--- src/rtl/bsa_pkg.sv ---
// Package: shared types for the bit-serial adder.
// Assumes: nothing beyond IEEE 1800-2017.
package bsa_pkg;
    typedef enum logic [1:0] {
        SEQ_IDLE = 2'd0,
        SEQ_LOAD = 2'd1,
        SEQ_ADD  = 2'd2
    } seq_state_t;
endpackage

--- src/rtl/bsa_shreg.sv ---
// Module: right-shifting register; new bits enter at the MSB, the LSB leaves.
// Assumes: clr_i has priority over shift_i; reset is synchronous, active low.
module bsa_shreg #(
    parameter int W = 8
) (
    input  logic         clk,
    input  logic         rst_n,
    input  logic         clr_i,
    input  logic         shift_i,
    input  logic         ser_i,
    output logic [W-1:0] par_o,
    output logic         out_o
);
    logic [W-1:0] q;

    // Hold, clear or shift the stored word by one place toward the LSB.
    always_ff @(posedge clk) begin
        if (!rst_n || clr_i) begin
            q <= '0;
        end else if (shift_i) begin
            q <= {ser_i, q[W-1:1]};
        end
    end

    assign par_o = q;
    assign out_o = q[0];
endmodule

--- src/rtl/bsa_fulladd.sv ---
// Module: one-bit full adder.
// Assumes: purely combinational; the caller registers the carry.
module bsa_fulladd (
    input  logic a_i,
    input  logic b_i,
    input  logic c_i,
    output logic s_o,
    output logic c_o
);
    // Form sum and carry of three input bits.
    always_comb begin
        s_o = a_i ^ b_i ^ c_i;
        c_o = (a_i & b_i) | (a_i & c_i) | (b_i & c_i);
    end
endmodule

--- src/rtl/bsa_carry.sv ---
// Module: carry storage flip-flop feeding the next bit pair.
// Assumes: clr_i has priority over cap_i.
module bsa_carry (
    input  logic clk,
    input  logic rst_n,
    input  logic clr_i,
    input  logic cap_i,
    input  logic d_i,
    output logic q_o
);
    // Capture the adder carry-out, or clear it.
    always_ff @(posedge clk) begin
        if (!rst_n || clr_i) begin
            q_o <= 1'b0;
        end else if (cap_i) begin
            q_o <= d_i;
        end
    end
endmodule

--- src/rtl/bsa_seq.sv ---
// Module: sequencer for clear, 2*W load clocks and W add clocks, then done.
// Assumes: start_i is honoured only in idle; reset is synchronous, active low.
module bsa_seq
    import bsa_pkg::*;
#(
    parameter int W = 8
) (
    input  logic clk,
    input  logic rst_n,
    input  logic start_i,
    output logic clr_o,
    output logic shift_o,
    output logic load_o,
    output logic add_o,
    output logic carry_clr_o,
    output logic done_o
);
    localparam int LOAD_N = 2 * W;
    localparam int CW     = $clog2(LOAD_N);
    localparam logic [CW-1:0] LOAD_LAST = CW'(LOAD_N - 1);
    localparam logic [CW-1:0] ADD_LAST  = CW'(W - 1);

    seq_state_t    state;
    logic [CW-1:0] cnt;

    // Decode phase strobes from the current state.
    always_comb begin
        clr_o       = (state == SEQ_IDLE) && start_i;
        load_o      = (state == SEQ_LOAD);
        add_o       = (state == SEQ_ADD);
        shift_o     = load_o || add_o;
        carry_clr_o = load_o && (cnt == LOAD_LAST);
    end

    // Advance the state and the phase counter, and raise done for one cycle.
    always_ff @(posedge clk) begin
        if (!rst_n) begin
            state  <= SEQ_IDLE;
            cnt    <= '0;
            done_o <= 1'b0;
        end else begin
            done_o <= 1'b0;
            case (state)
                SEQ_IDLE: begin
                    cnt <= '0;
                    if (start_i) begin
                        state <= SEQ_LOAD;
                    end
                end
                SEQ_LOAD: begin
                    if (cnt == LOAD_LAST) begin
                        cnt   <= '0;
                        state <= SEQ_ADD;
                    end else begin
                        cnt <= cnt + 1'b1;
                    end
                end
                SEQ_ADD: begin
                    if (cnt == ADD_LAST) begin
                        cnt    <= '0;
                        state  <= SEQ_IDLE;
                        done_o <= 1'b1;
                    end else begin
                        cnt <= cnt + 1'b1;
                    end
                end
                default: begin
                    state <= SEQ_IDLE;
                    cnt   <= '0;
                end
            endcase
        end
    end
endmodule

--- src/rtl/bitser_add.sv ---
// Module: top of the bit-serial adder. Both operands pass in through
// register B. The full adder's sum always refills register A.
// Assumes: operands arrive LSB first, augend before addend.
module bitser_add #(
    parameter int WIDTH = 8
) (
    input  logic             clk,
    input  logic             rst_n,
    input  logic             start_i,
    input  logic             ser_in_i,
    output logic [WIDTH-1:0] sum_o,
    output logic             carry_o,
    output logic             done_o
);
    logic             clr, shift_en, load_ph, add_ph, carry_clr;
    logic             a_out, b_out, b_in, fa_sum, fa_cout, carry_q;
    logic [WIDTH-1:0] a_word, b_word;

    bsa_seq #(.W(WIDTH)) u_seq (
        .clk(clk), .rst_n(rst_n), .start_i(start_i),
        .clr_o(clr), .shift_o(shift_en), .load_o(load_ph), .add_o(add_ph),
        .carry_clr_o(carry_clr), .done_o(done_o)
    );

    // Only load clocks let the serial line into B; zeros fill it otherwise.
    always_comb b_in = load_ph & ser_in_i;

    bsa_shreg #(.W(WIDTH)) u_reg_b (
        .clk(clk), .rst_n(rst_n), .clr_i(clr), .shift_i(shift_en),
        .ser_i(b_in), .par_o(b_word), .out_o(b_out)
    );

    bsa_shreg #(.W(WIDTH)) u_reg_a (
        .clk(clk), .rst_n(rst_n), .clr_i(clr), .shift_i(shift_en),
        .ser_i(fa_sum), .par_o(a_word), .out_o(a_out)
    );

    bsa_fulladd u_fa (
        .a_i(a_out), .b_i(b_out), .c_i(carry_q), .s_o(fa_sum), .c_o(fa_cout)
    );

    bsa_carry u_carry (
        .clk(clk), .rst_n(rst_n), .clr_i(clr || carry_clr),
        .cap_i(add_ph), .d_i(fa_cout), .q_o(carry_q)
    );

    assign sum_o   = a_word;
    assign carry_o = carry_q;
endmodule

--- config.mk ---
export PLATFORM = sky130hd
export DESIGN_NAME = bitser_add
export DESIGN_NICKNAME = d
export VERILOG_FILES = /design/src/rtl/bsa_pkg.sv /design/src/rtl/bsa_shreg.sv /design/src/rtl/bsa_fulladd.sv /design/src/rtl/bsa_carry.sv /design/src/rtl/bsa_seq.sv /design/src/rtl/bitser_add.sv
export SDC_FILE = /design/constraint.sdc
export NUM_CORES = 1
export LEC_CHECK = 0
export BUFFER_PORTS_ARGS = -buffer_cell sky130_fd_sc_hd__buf_2
export CELL_PAD_IN_SITES_DETAIL_PLACEMENT = 0
export CELL_PAD_IN_SITES_GLOBAL_PLACEMENT = 1
export CORE_MARGIN = 5
export CORE_UTILIZATION = 40
export CTS_BUF_LIST = sky130_fd_sc_hd__clkbuf_4 sky130_fd_sc_hd__clkbuf_8
export DETAILED_ROUTE_END_ITERATION = 10
export PLACE_DENSITY_LB_ADDON = 0.1
export SYNTH_ARGS = -nofsm -noshare
export SYNTH_HDL_FRONTEND = slang
export SYNTH_SLANG_ARGS = --single-unit
--- constraint.sdc ---
create_clock -name clk -period 1.31 [get_ports clk]
set_input_delay 0.262 -clock clk [delete_from_list [all_inputs] [get_ports clk]]
set_output_delay 0.262 -clock clk [all_outputs]
set_load 0.01 [all_outputs]
# After elaboration in Yosys (flattened, before gate mapping)
# Cells that the tools add are included.
# Widths: inputs -> output; s select.
[totals] reg_bits=24 latchBits=0 mem_bits_rw=0 rom_bits=0 output_inout_bits=10 word_cells=40 n_memories=0
[classes] add_sub_neg=1 multipliers=0 div=0 order_cmp=0 eq_ne=7 shift=0 muxes=8 bitwise=8 reduce_logical=10
[ops] op="$mux 4" count=2
[ops] op="$pmux 4 s2" count=1
[ops] op="$mux 2" count=3
[ops] op="$pmux 2 s3" count=1
[ops] op="$add 4x1->4 const B" count=1
[ops] op="$and 1x1->1" count=4
[ops] op="$eq 4x3->1 const B" count=1
[ops] op="$eq 4x4->1 const B" count=1
[ops] op="$logic_or 1x1->1" count=4
[ops] op="$ne 2x1->1 const B" count=2
[ops] op="$reduce_and 3->1" count=1
[ops] op="$eq 2x1->1 const B" count=1
[ops] op="$eq 2x2->1 const B" count=1
[ops] op="$logic_and 1x1->1" count=2
[ops] op="$logic_not 2->1" count=1
[ops] op="$ne 2x2->1 const B" count=1
[ops] op="$or 1x1->1" count=2
[ops] op="$reduce_and 2->1" count=1
[ops] op="$xor 1x1->1" count=2
[ops] op="$logic_not 1->1" count=1
[ops] op="$mux 1" count=1

# Longest topological paths before layout
# Gate-level depths: netlist (run 1).
[depth] word_depth=4 ltp_mapped=6 depth_no_buf=5

# Cells and area by module
# Synthesis (run 1) repeated with hierarchy kept, for this count alone.
[unflattened] cells_unflattened=109 hier_area_um2=1109.8
[modules_own_cells] mod="bsa_shreg" n_inst=2 cells_per_inst=28 area_per_inst_um2=300.3 seq_area_each_um2=160.2
[modules_own_cells] mod="bsa_seq" n_inst=1 cells_per_inst=47 area_per_inst_um2=434.2 seq_area_each_um2=140.1
[modules_own_cells] mod="bsa_carry" n_inst=1 cells_per_inst=3 area_per_inst_um2=42.5 seq_area_each_um2=20.0
[modules_own_cells] mod="bsa_fulladd" n_inst=1 cells_per_inst=1 area_per_inst_um2=20.0 seq_area_each_um2=0.0
[modules_own_cells] mod="bitser_add" n_inst=1 cells_per_inst=2 area_per_inst_um2=12.5 seq_area_each_um2=0.0

# Worst setup path before layout (run 1)
# OpenSTA, ideal clock, no wires.
[synth_timing] path_type="reg2reg" start="register u_seq.state[0]" end="register u_reg_a.q[0] (netlist: u_reg_a.par_o[0])" t_arrival_ns=1.215 required_ns=1.193 setup_slack_ns=-0.022 path_stages_with_launch=7 n_path_buf=2 period_less_slack_ns=1.332 cell_sequence="dfxtp_1 > inv_1 > ha_1 > buf_4 > buf_6 > mux2i_1 > nor2_1"
[synth_rtl] element="start: declaration" line_no="bsa_seq.sv:23" rtl="seq_state_t state;"
[synth_rtl] element="start signal: assignment" line_no="bsa_seq.sv:38" rtl="state <= SEQ_IDLE;"
[synth_rtl] element="start signal: assignment" line_no="bsa_seq.sv:47" rtl="state <= SEQ_LOAD;"
[synth_rtl] element="start signal: assignment" line_no="bsa_seq.sv:53" rtl="state <= SEQ_ADD;"
[synth_rtl] element="$eq 2x1->1 / $eq 2x2->1 (equally long branches)" line_no="bsa_seq.sv:29, bsa_seq.sv:30"
[synth_rtl] element="$logic_or 1x1->1 *" line_no="bsa_seq.sv:31" rtl="shift_o = load_o || add_o;"
[synth_rtl] element="net shift_en" line_no="bitser_add.sv:15" rtl="logic clr, shift_en, load_ph, add_ph, carry_clr;"
[synth_rtl] element="end signal: assignment" line_no="bsa_shreg.sv:21" rtl="q <= {ser_i, q[W-1:1]};"
[synth_rtl] element="end: declaration" line_no="bsa_shreg.sv:14" rtl="logic [W-1:0] q;"
# The timed path passes the listed nets; every way through them passes the cells marked *.
# A chain may end at the register's enable or synchronous reset.

# Final worst setup path (run 1)
[layout_timing] start="register u_seq.state[1]" end="register u_seq.state[1]"
[layout_via] elab_chain_cells=3
[layout_lines] element="$eq 2x2->1 (tied with other cells)" line_no="bsa_seq.sv:43" rtl="case (state)"
[layout_lines] element="$ne 2x1->1 (no line) / $ne 2x2->1 (equally long branches)"
[layout_lines] element="$reduce_and 3->1 (no line)"
# Parallel ways exist; a longest one is shown, timed or not.

==> results of run 1 <==
-- worst max-delay path: stages, from the launching register on --
cell and delay [ps]:
dfxtp_2 350, buf_4 130, ha_2 200, o2bb2ai_1 130, o2111a_2 240, mux2i_1 180
-- final cells by class --
type / instances / area share
inverters: 3 / 0.00896
repair buffers: 21 / 0.124
flip-flops and latches: 24 / 0.385
clock buffers: 3 / 0.0179
clock inverters: 1 / 0.0239
multi-input cells: 68 / 0.410
well taps: 30 / 0.0299
-- power groups by stage --
stage | sequential [W] | combinational, W | clock (W)
after global routing | 0.000787 | 0.000969 | 0.000587
final | 0.000783 | 0.000907 | 0.000535
after detailed placement | 0.000789 | 0.000716 | 0
after floorplan | 0.000790 | 0.000569 | 0
after global placement | 0.000789 | 0.000719 | 0
after CTS | 0.000773 | 0.000768 | 0.000545
-- final timing paths --
check	end	cells after the start	slack [ps]	from
worst max register to register	u_seq.state[1]$_SDFFE_PN0P_	5	20	u_seq.state[1]$_SDFFE_PN0P_
worst min register to register	u_seq.cnt[0]$_SDFF_PN0_	1	440	u_seq.cnt[0]$_SDFF_PN0_
worst min-delay path	u_reg_b.par_o[7]$_SDFFE_PP0P_	3	190	ser_in_i
worst max-delay path	u_seq.state[1]$_SDFFE_PN0P_	5	20	u_seq.state[1]$_SDFFE_PN0P_
-- repair_timing --
item | CTS | global route
resized for setup | 3 | 8
pin swaps | 1 | 3
endpoints found under the setup margin | 13 | 21
gates cloned | 0 | 1
hold buffers | 0 | 0
-- metrics by stage --
stage / total power, W / setup TNS [ps] / setup WS [ps] / instances / util
3_3_place_gp: 0.00151 / -23.3 / -16.7 / 145 / 0.465
5_1_grt: 0.00234 / -14.0 / -14.0 / 150 / 0.512
4_1_cts: 0.00209 / 0 / 4.27 / 149 / 0.493
3_5_place_dp: 0.00150 / -29.5 / -11.5 / 145 / 0.465
2_1_floorplan: 0.00136 / 0 / 12.4 / 101 / -
6_report: 0.00223 / 0 / 24.6 / 150 / 0.512
-- state kept, by name, indices dropped and copies added, names as in the netlist --
name and count:
u_seq.cnt 4, u_reg_b.par_o 8, u_seq.done_o 1, u_carry.q_o 1
u_seq.state 2, u_reg_a.par_o 8
-- logic make-up after synthesis --
group                      after synthesis  synth area share
muxes                                   18             0.177
and+or+nand+nor                         36             0.153
xor gates and xnor gates                 2            0.0172
DFF                                     24             0.472
adders and majority gates                6            0.0812
AOI/OAI and AO/OA                        6            0.0455
buffers and inverters                    9            0.0541
-- cells in the final DEF (no fill, tap or decap), drive strengths merged --
master,n
inv,3
ha,5
nand2,8
xor2,1
buf,20
fa,1
mux2i,18
nand3,3
nand3b,1
nand2b,2
bufinv,1
clkbuf,4
nor3b,1
o2bb2ai,1
xnor2,1
nor3,3
o2111a,1
dfxtp,24
nor2,18
a21oi,2
o211ai,2
-- metal layers --
metal,vias to the layer above,part of all wire
met5,-,0
li1,375,-
met3,2,0.051
met4,0,0.010
met2,13,0.45
met1,342,0.49
==> impl_summary.txt, run 1 <==
----------------------------------------------------
[Run status]
  Outcome ... completed

[Finish]
  FILL cells ... approximately 240
  Multi-input gate area ... 515 um2
  Footprint of the flip-flops and latches ... approximately 480 um2
  Summed area of non-filler cells in the final layout ... around 0.0013 mm2
  Layout Nets ... 131
  Share of layout cells above drive strength 1 ... 0.308
  Ant. Diodes ... 0
  Area growth from synthesis to layout ... 23.5%

[Power]
  Switching power summed over all nets ... 0.000661 W
  P per Cell Area ... about 1800 mW/mm2
  Leakage power ... 0.501 nW
  Switching Fraction ... 0.297
  Total internal power ... around 0.0016 W
  Fraction of power consumed by combinational cells ... 0.408
  Clock group share of total power ... 0.240
  Peak supply drop ... roughly 1.1 mV
  Sequential group share of total power ... 0.352

[Synthesis]
  Share of synthesized flip-flops with an asynchronous set or reset ... 0
  Count of distinct cell types in the synthesized netlist ... 22
  Ys flop type ... dfxtp_1
  Top-count cell post-synth ... dfxtp_1
  Yosys reg bits ... 24
  Average instance area after synthesis ... about 10 um2
  Top area cells in the synthesized netlist ... dfxtp_1 47%, mux2i_1 18%, nor2_1 6.6%
  Post-synth net total ... 111
  Leading post-synthesis cells by instance count ... 24 x dfxtp_1, 18 x mux2i_1, 18 x nor2_1, 8 x nand2_1, 5 x ha_1
  Warnings, synthesis ... 0
  Netlist Area Pre-Place ... roughly 0.001 mm2
  Cell type with the largest total area after synthesis ... dfxtp_1
  Post-synth EDFFs ... 0
  Part of the Yosys area used for sequential elements ... 0.472
  Post-synthesis cell count ... 101
  Top cell type's share of synthesized area ... 0.472

[Die]
  Width of the die ... between 60 and 70 um
  Starting utilization of the core area ... 0.414
  Floorplan row count ... 18
  DIE HEIGHT ... between 60 and 70 um
  Area of the core ... 0.00245 mm2
  Ports placed on the boundary ... 14
  Total die area ... between 0.003 and 0.004 mm2

[STA]
  Max-slew violation count ... 0
  Maximum frequency from static timing analysis ... around 780 MHz
  Count of final hold-check violations ... 0
  Tightest Pin Transition ... 311 ps
  Worst hold slack ... between 150 and 200 ps
  Relative max-transition margin ... 0.792
  Worst-case clock skew ... around 22 ps
  Post-route fraction of the period consumed by the critical path ... 0.981
  Count of endpoints failing setup in the final report ... 0
  Crit path time final ... 1290 ps

[Global route]
  Pin count of the biggest net entering global routing ... 18
  Global-route met2 utilization ... 0.153
  Overflow after GRT ... 0
  Number of antenna violations at the first check in global routing ... 0
  Met3 Track Usage GR ... 0.0489
  Routing usage on met1 ... 0.145
  Total routing usage reported by global routing ... 0.108
  Most crowded layer after global routing ... met2
  First-pass GRT wire length ... between 2000 and 3000 um
  Vias in the first global route ... about 630

[Clock network]
  Skew-Pair Late Insertion Delay ... between 300 and 400 ps
  Clock tree buffer depth ... 2
  TritonCTS sink count ... 24
  Number of buffers created by CTS ... 3
  Clock input transition at the sequential cells of the worst setup and hold paths ... approximately 150 ps
  Setup repair bufs after CTS ... 0
  CTS Root Cell ... clkbuf_4
  Clock H-tree levels ... 1
  TritonCTS clock tree ... yes

[Worst setup path]
  Worst endpoint required time ... roughly 1600 ps
  Kind of capture point of the worst setup path ... flop
  Highest fanout seen on the critical path ... 5
  Crit Path Category ... flop to flop
  Startpoint type of the worst setup path ... flop
  Arrival @ worst endpoint ... about 1600 ps

[Run]
  Count of maximum capacitance violations ... 0

[Placed design]
  RD Place Congestion ... slightly below 0.8
  Detail Placement HPWL ... around 1200 um
  Number of port buffers ... 13
  Placement Cell Area ... approximately 0.0011 mm2

[Drt]
  Detail Route Antenna Nets ... 0
  First-pass iteration count of the detailed router ... 4
  DRC violation total after the first TritonRoute iteration ... 21
  Total number of vias ... roughly 730
  Detailed Route WL ... between 1500 and 2000 um
  Post-route DRC ... 0
  Avg Vias per Cell ... between 4 and 5
  Average wire per cell in the routed design ... approximately 12 um

[Min path]
  Class of the worst hold path ... input pin to flop

----------------------------------------------------
(Power assumes the default switching activity.)
==> run 2, diff against run 1 <==
--- a/config.mk
+++ b/config.mk
@@ -11,6 +11,7 @@
 export CORE_MARGIN = 5
 export CORE_UTILIZATION = 40
 export CTS_BUF_LIST = sky130_fd_sc_hd__clkbuf_4 sky130_fd_sc_hd__clkbuf_8
+export CTS_CLUSTER_SIZE = 20
 export DETAILED_ROUTE_END_ITERATION = 10
 export PLACE_DENSITY_LB_ADDON = 0.1
 export SYNTH_ARGS = -nofsm -noshare
==> constraint.sdc (replaced) <==
create_clock -name clk -period 1.31 [get_ports clk]
set_input_delay 0.0655 -clock clk [delete_from_list [all_inputs] [get_ports clk]]
set_output_delay 0.0655 -clock clk [all_outputs]
set_load 0.01 [all_outputs]
==> run 2 against run 1 <==
Effect of this change: fmax hardly changed; combinational power hardly changed; global-route usage stayed put; clock-buffer cell count stayed put; core utilization is 0.41 points higher; clock skew hardly changed.
==> impl_summary.txt, run 2 (synthesized netlist as in run 1, its figures left out) <==
----------------------------------------------------
[Power]
  Peak supply drop ... 1.12 mV (about the same)
  P per Cell Area ... 1760 mW/mm2 (-0.68%)
  Leakage power ... 0.505 nW (+0.83%)

[Worst setup path]
  Launching point of the worst reg2reg path ... u_seq.state[1]$_SDFFE_PN0P_
  Arrival @ worst endpoint ... 1550 ps (about the same)
  Worst endpoint required time ... 1570 ps (about the same)
  Crit path buffers/inverters ... 1 (unchanged)
  Cell depth of the worst flop-to-flop path ... 5 (unchanged)
  Critical path launch point ... u_seq.state[1]$_SDFFE_PN0P_
  Crit Path Category ... flop to flop
  Worst R2R Setup Slack ... 30 ps (about the same)
  Sequence of cells on the critical path ... buf_4, ha_2, o2bb2ai_1, o2111a_2, mux2i_1
  Slowest CP cell ... dfxtp_2
  Delay-heaviest family, CP ... compound AO/OA/AOI/OAI gates
  Kind of capture point of the worst setup path ... flop
  Startpoint type of the worst setup path ... flop
  Critical Path Sink ... u_seq.state[1]$_SDFFE_PN0P_
  Worst R2R End ... u_seq.state[1]$_SDFFE_PN0P_
  Highest fanout seen on the critical path ... 5 (unchanged)
  CP Depth ... 5 (unchanged)
  Maximum single-stage delay on the critical path ... 350 ps (about the same)

[Min path]
  Class of the worst hold path ... input pin to flop

[Finish]
  Most frequent standard cell in the layout excluding fill and tap cells ... dfxtp_1
  Area growth from synthesis to layout ... 24.5%
  Summed area of non-filler cells in the final layout ... 0.00127 mm2 (+0.80%)
  Layout Nets ... 132 (+0.76%)
  Final cell utilization of the core ... 0.516 (+0.00408)
  Most used cells in the layout excluding fill and tap cells ... 21 x dfxtp_1, 18 x mux2i_1, 18 x nor2_1
  Share of layout cells above drive strength 1 ... 0.306 (-0.00255)
  Ant. Diodes ... 0 (unchanged)

[STA]
  Count of endpoints failing setup in the final report ... 0 (unchanged)
  Max-slew violation count ... 0 (unchanged)
  Relative max-transition margin ... 0.786 (-0.00587)
  Sum Neg Setup Slack ... 0 ps (unchanged)
  Worst hold slack ... 15.3 ps (-178 ps)
  Worst-case clock skew ... 22.3 ps (-0.103 ps)
  Count of final hold-check violations ... 0 (unchanged)
  Maximum frequency from static timing analysis ... 778 MHz (about the same)
  Fin worst setup slack ... 25.1 ps (+0.508 ps)
  Post-route fraction of the period consumed by the critical path ... 0.981 (about the same)
  Crit path time final ... 1280 ps (-0.508 ps)
  Tightest Pin Transition ... 319 ps (+8.77 ps)

[Global route]
  Routing usage on met1 ... 0.146 (+0.00129)
  Vias in the first global route ... 629 (unchanged)
  Total routing usage reported by global routing ... 0.108 (unchanged)
  Pin count of the biggest net entering global routing ... 18 (unchanged)
  Met3 Track Usage GR ... 0.0468 (-0.00213)
  Most crowded layer after global routing ... met2
  Global-route met2 utilization ... 0.153 (unchanged)
  Overflow after GRT ... 0 (unchanged)
  Number of antenna violations at the first check in global routing ... 0 (unchanged)
  First-pass GRT wire length ... 2880 um (unchanged)

[Clock network]
  Clock H-tree levels ... 1 (unchanged)
  Skew-Pair Late Insertion Delay ... 320 ps (about the same)
  Clock tree buffer depth ... 2 (unchanged)
  CTS Root Cell ... clkbuf_4
  TritonCTS clock tree ... yes
  Number of buffers created by CTS ... 3 (unchanged)
  Setup repair bufs after CTS ... 0 (unchanged)
  TritonCTS sink count ... 24 (unchanged)
  Clock input transition at the sequential cells of the worst setup and hold paths ... 150 ps (about the same)

[Die]
  DIE HEIGHT ... 60.4 um (unchanged)
  Width of the die ... 60.4 um (unchanged)
  Floorplan row count ... 18 (unchanged)
  Area of the core ... 0.00245 mm2 (unchanged)
  Ports placed on the boundary ... 14 (unchanged)
  Total die area ... 0.00365 mm2 (unchanged)
  Starting utilization of the core area ... 0.414 (unchanged)

[Drt]
  First-pass iteration count of the detailed router ... 4 (unchanged)
  Detail Route Antenna Nets ... 0 (unchanged)
  Detailed Route WL ... 1850 um (+0.71%)
  Average wire per cell in the routed design ... 12.3 um (about the same)
  Avg Vias per Cell ... 4.84 (-0.80%)
  Post-route DRC ... 0 (unchanged)
  DRC violation total after the first TritonRoute iteration ... 19 (-9.5%)
  Total number of vias ... 731 (-0.14%)

[Placed design]
  Detail Placement HPWL ... 1240 um (unchanged)
  Setup slack after placement ... -11.5 ps (unchanged)
  Placement Cell Area ... 0.00114 mm2 (unchanged)
  RD Place Congestion ... 0.778 (unchanged)
  Number of port buffers ... 13 (unchanged)

[Run]
  Count of maximum capacitance violations ... 0 (unchanged)

[Run status]
  Outcome ... completed

----------------------------------------------------
run 2: layout make-up:
| type | instances | area (um2) |
|---|---|---|
| Timing Repair Buffer | 22 | 165 |
| Sequential cell | 24 | 484 |
| Multi-Input combinational cell | 68 | 515 |
| Inverter | 3 | 11.3 |
| Clock inverter | 1 | 30.0 |
| Tap cell | 30 | 37.5 |
| Clock buffer | 3 | 22.5 |
| Fill cell | 235 | 1190 |
run 2: worst min-delay path by stage:
stage / start / end / depth (start not counted)
finish: rst_n / u_seq.done_o$_SDFF_PN0_ / 3
floorplan: ser_in_i / u_reg_b.par_o[7]$_SDFFE_PP0P_ / 2
CTS: rst_n / u_seq.done_o$_SDFF_PN0_ / 3
global route: rst_n / u_seq.done_o$_SDFF_PN0_ / 3
global placement: ser_in_i / u_reg_b.par_o[7]$_SDFFE_PP0P_ / 3
detailed placement: ser_in_i / u_reg_b.par_o[7]$_SDFFE_PP0P_ / 3
run 2: where the power goes:
| part | internal [W] | switching, W |
|---|---|---|
| Combinational | 0.000492 | 0.000417 |
| Sequential | 0.000764 | 0.0000191 |
| Clock | 0.000309 | 0.000226 |
run 2: worst min-delay path, stage by stage:
cell and delay, ps:
buf_2 150, nand2_1 70, nor2_1 30
run 2: what timing repair did:
item | in CTS | in global routing
resized for setup | 3 | 8
pin swaps | 1 | 3
setup endpoints to repair | 13 | 21
endpoints found under the hold margin | 1 | 0
cloned | 0 | 1
hold buffers | 1 | 0
run 2: through the flow:
step,std cells,total power [W]
after floorplan,101,0.00136
after global placement,145,0.00151
after detailed placement,145,0.00150
after CTS,150,0.00209
after global routing,151,0.00235
final,151,0.00223
run 2: per-layer routing:
layer | part of all wire | wire, um
met5 | 0 | 0
met4 | 0.010 | 19
met1 | 0.50 | 926
met3 | 0.046 | 86
met2 | 0.44 | 822
==> run 3, diff against run 2 <==
--- a/config.mk
+++ b/config.mk
@@ -13,7 +13,7 @@
 export CTS_BUF_LIST = sky130_fd_sc_hd__clkbuf_4 sky130_fd_sc_hd__clkbuf_8
 export CTS_CLUSTER_SIZE = 20
 export DETAILED_ROUTE_END_ITERATION = 10
-export PLACE_DENSITY_LB_ADDON = 0.1
+export PLACE_DENSITY = 0.72
 export SYNTH_ARGS = -nofsm -noshare
 export SYNTH_HDL_FRONTEND = slang
 export SYNTH_SLANG_ARGS = --single-unit
==> run 3 against run 2 <==
Effect of this change: via count grew 0.14%; first-iteration DRC count shrank 42%; sequential power is essentially flat; power grew 0.56%; fmax grew 2.0%; global-route usage grew 0.81 points; sequential share of layout area shrank 0.23 points; worst setup slack gained 26 ps; clock skew shrank 20 ps; highest routed layer unchanged.
==> impl_summary.txt, run 3 (synthesized netlist as in run 1, its figures left out) <==
----------------------------------------------------
[Run status]
  Outcome ... completed

[Global route]
  Pin count of the biggest net entering global routing ... 17 (-1)
  First-pass GRT wire length ... 3130 um (+8.9%)
  Vias in the first global route ... 692 (+10%)
  Number of antenna violations at the first check in global routing ... 0 (unchanged)
  Overflow after GRT ... 0 (unchanged)
  Total routing usage reported by global routing ... 0.116 (+0.00808)

[STA]
  Max-slew violation count ... 0 (unchanged)
  Count of endpoints failing setup in the final report ... 0 (unchanged)
  Worst hold slack ... 40.4 ps (+25.1 ps)
  Maximum frequency from static timing analysis ... 794 MHz (+2.0%)
  Tightest Pin Transition ... 297 ps (-22.5 ps)
  Sum Neg Setup Slack ... 0 ps (unchanged)
  Fin worst setup slack ... 50.6 ps (+25.6 ps)
  Worst-case clock skew ... 2.10 ps (-20.2 ps)
  Post-route fraction of the period consumed by the critical path ... 0.961 (-0.0195)
  Crit path time final ... 1260 ps (-25.6 ps)
  Relative max-transition margin ... 0.801 (+0.0151)
  Count of final hold-check violations ... 0 (unchanged)

[Drt]
  Total number of vias ... 732 (+0.14%)
  Detail Route Antenna Nets ... 0 (unchanged)
  Post-route DRC ... 0 (unchanged)
  First-pass iteration count of the detailed router ... 4 (unchanged)
  DRC violation total after the first TritonRoute iteration ... 11 (-8)
  Avg Vias per Cell ... 4.88 (+0.80%)
  Average wire per cell in the routed design ... 12.5 um (+1.9%)
  Detailed Route WL ... 1880 um (+1.2%)

[Clock network]
  TritonCTS sink count ... 24 (unchanged)
  Clock input transition at the sequential cells of the worst setup and hold paths ... 140 ps (about the same)
  Skew-Pair Late Insertion Delay ... 310 ps (about the same)
  Number of buffers created by CTS ... 3 (unchanged)
  Clock H-tree levels ... 1 (unchanged)
  TritonCTS clock tree ... yes
  Clock tree buffer depth ... 2 (unchanged)
  CTS Root Cell ... clkbuf_4

[Worst setup path]
  Launching point of the worst reg2reg path ... u_seq.state[0]$_SDFFE_PN0P_
  Arrival @ worst endpoint ... 1480 ps (-70 ps)
  Worst R2R Setup Slack ... 50 ps (+30 ps)
  Critical Path Sink ... u_reg_b.par_o[2]$_SDFFE_PP0P_
  Worst R2R End ... u_reg_b.par_o[2]$_SDFFE_PP0P_
  Highest fanout seen on the critical path ... 9 (+4)
  Kind of capture point of the worst setup path ... flop
  Worst endpoint required time ... 1530 ps (-40 ps)
  Crit Path Category ... flop to flop
  Cell depth of the worst flop-to-flop path ... 5 (unchanged)
  Startpoint type of the worst setup path ... flop
  Critical path launch point ... u_seq.state[0]$_SDFFE_PN0P_

[Finish]
  Area growth from synthesis to layout ... 25.2%
  Share of layout cells above drive strength 1 ... 0.300 (-0.00579)
  Footprint of the flip-flops and latches ... 484 um2 (unchanged)
  Most frequent standard cell in the layout excluding fill and tap cells ... dfxtp_1
  Final cell utilization of the core ... 0.519 (+0.00306)
  Multi-input gate area ... 528 um2 (+2.4%)
  FILL cells ... 234 (-0.43%)
  Layout Nets ... 131 (-0.76%)
  Summed area of non-filler cells in the final layout ... 0.00127 mm2 (+0.59%)
  Ant. Diodes ... 0 (unchanged)
  Most used cells in the layout excluding fill and tap cells ... 21 x dfxtp_1, 18 x mux2i_1, 18 x nor2_1

[Run]
  Count of maximum capacitance violations ... 0 (unchanged)

[Die]
  Area of the core ... 0.00245 mm2 (unchanged)
  Width of the die ... 60.4 um (unchanged)
  DIE HEIGHT ... 60.4 um (unchanged)
  Total die area ... 0.00365 mm2 (unchanged)
  Ports placed on the boundary ... 14 (unchanged)
  Starting utilization of the core area ... 0.414 (unchanged)
  Floorplan row count ... 18 (unchanged)

[Power]
  Leakage power ... 0.504 nW (-0.20%)
  P per Cell Area ... 1760 mW/mm2 (about the same)
  Peak supply drop ... 0.944 mV (-16%)

[Placed design]
  Placement Cell Area ... 0.00113 mm2 (-1.3%)
  Number of port buffers ... 13 (unchanged)
  RD Place Congestion ... 0.685 (-12%)
  Detail Placement HPWL ... 1230 um (-0.50%)
  Setup slack after placement ... -0.995 ps (+10.5 ps)

[Min path]
  Class of the worst hold path ... input pin to flop

----------------------------------------------------
[run 3: cell types whose count changed in the layout (fill, tap and decap cells not counted)]
cell / before / now
o2bb2ai_2: 0 / 1
clkbuf_16: 1 / 0
ha_2: 2 / 1
o2bb2ai_1: 1 / 0
a21oi_1: 1 / 2
buf_4: 6 / 5
ha_4: 2 / 3
buf_16: 0 / 1
a21oi_2: 1 / 0
[run 3: where the power goes]
| part | switching, W | internal (W) |
|---|---|---|
| clock network | 0.000228 | 0.000309 |
| logic | 0.000416 | 0.000502 |
| registers | 0.0000217 | 0.000764 |
[run 3: worst min path at each step]
stage	from	end	slack, ps	depth (start not counted)
6_report	rst_n	u_seq.done_o$_SDFF_PN0_	40	3
5_1_grt	start_i	u_carry.q_o$_SDFFE_PP0N_	50	4
4_1_cts	ser_in_i	u_reg_b.par_o[7]$_SDFFE_PP0P_	4	3
3_5_place_dp	ser_in_i	u_reg_b.par_o[7]$_SDFFE_PP0P_	360	3
3_3_place_gp	ser_in_i	u_reg_b.par_o[7]$_SDFFE_PP0P_	360	3
2_1_floorplan	ser_in_i	u_reg_b.par_o[7]$_SDFFE_PP0P_	230	2
[run 3: area by class of cell]
| cell class | count | share of cell area |
|---|---|---|
| multi-input cells | 68 | 0.415 |
| flip-flops and latches | 24 | 0.380 |
| repair buffers | 21 | 0.126 |
| well taps | 30 | 0.0295 |
| clock inverters | 1 | 0.0236 |
| clock buffers | 3 | 0.0177 |
| inverters | 3 | 0.00884 |
[run 3: stage by stage]
stage          cells  total power, W
5_1_grt          150         0.00236
4_1_cts          149         0.00225
3_3_place_gp     143         0.00147
3_5_place_dp     143         0.00147
6_report         150         0.00224
2_1_floorplan    101         0.00136
[run 3: worst max-delay path: stages, from the launching register on]
cell and delay (ps):
dfxtp_2 360, inv_2 70, ha_4 320, buf_12 150, mux2i_1 220, nor2_1 50
[run 3: timing repair]
item / 4_1_cts / 5_1_grt
setup buffers: 1 / 0
hold buffers: 0 / 1
cloned: 1 / 0
hold endpoints to repair: 0 / 1
pin swaps: 3 / 3
setup endpoints to repair: 12 / 11
resized for setup: 8 / 5
[run 3: per-layer routing]
metal / global-route usage / vias to the layer above / wire [um]
met5: 0 / - / 0
met4: 0.0650 / 0 / 17
met3: 0.0191 / 2 / 51
met2: 0.182 / 8 / 950
met1: 0.151 / 345 / 857
li1: - / 377 / -
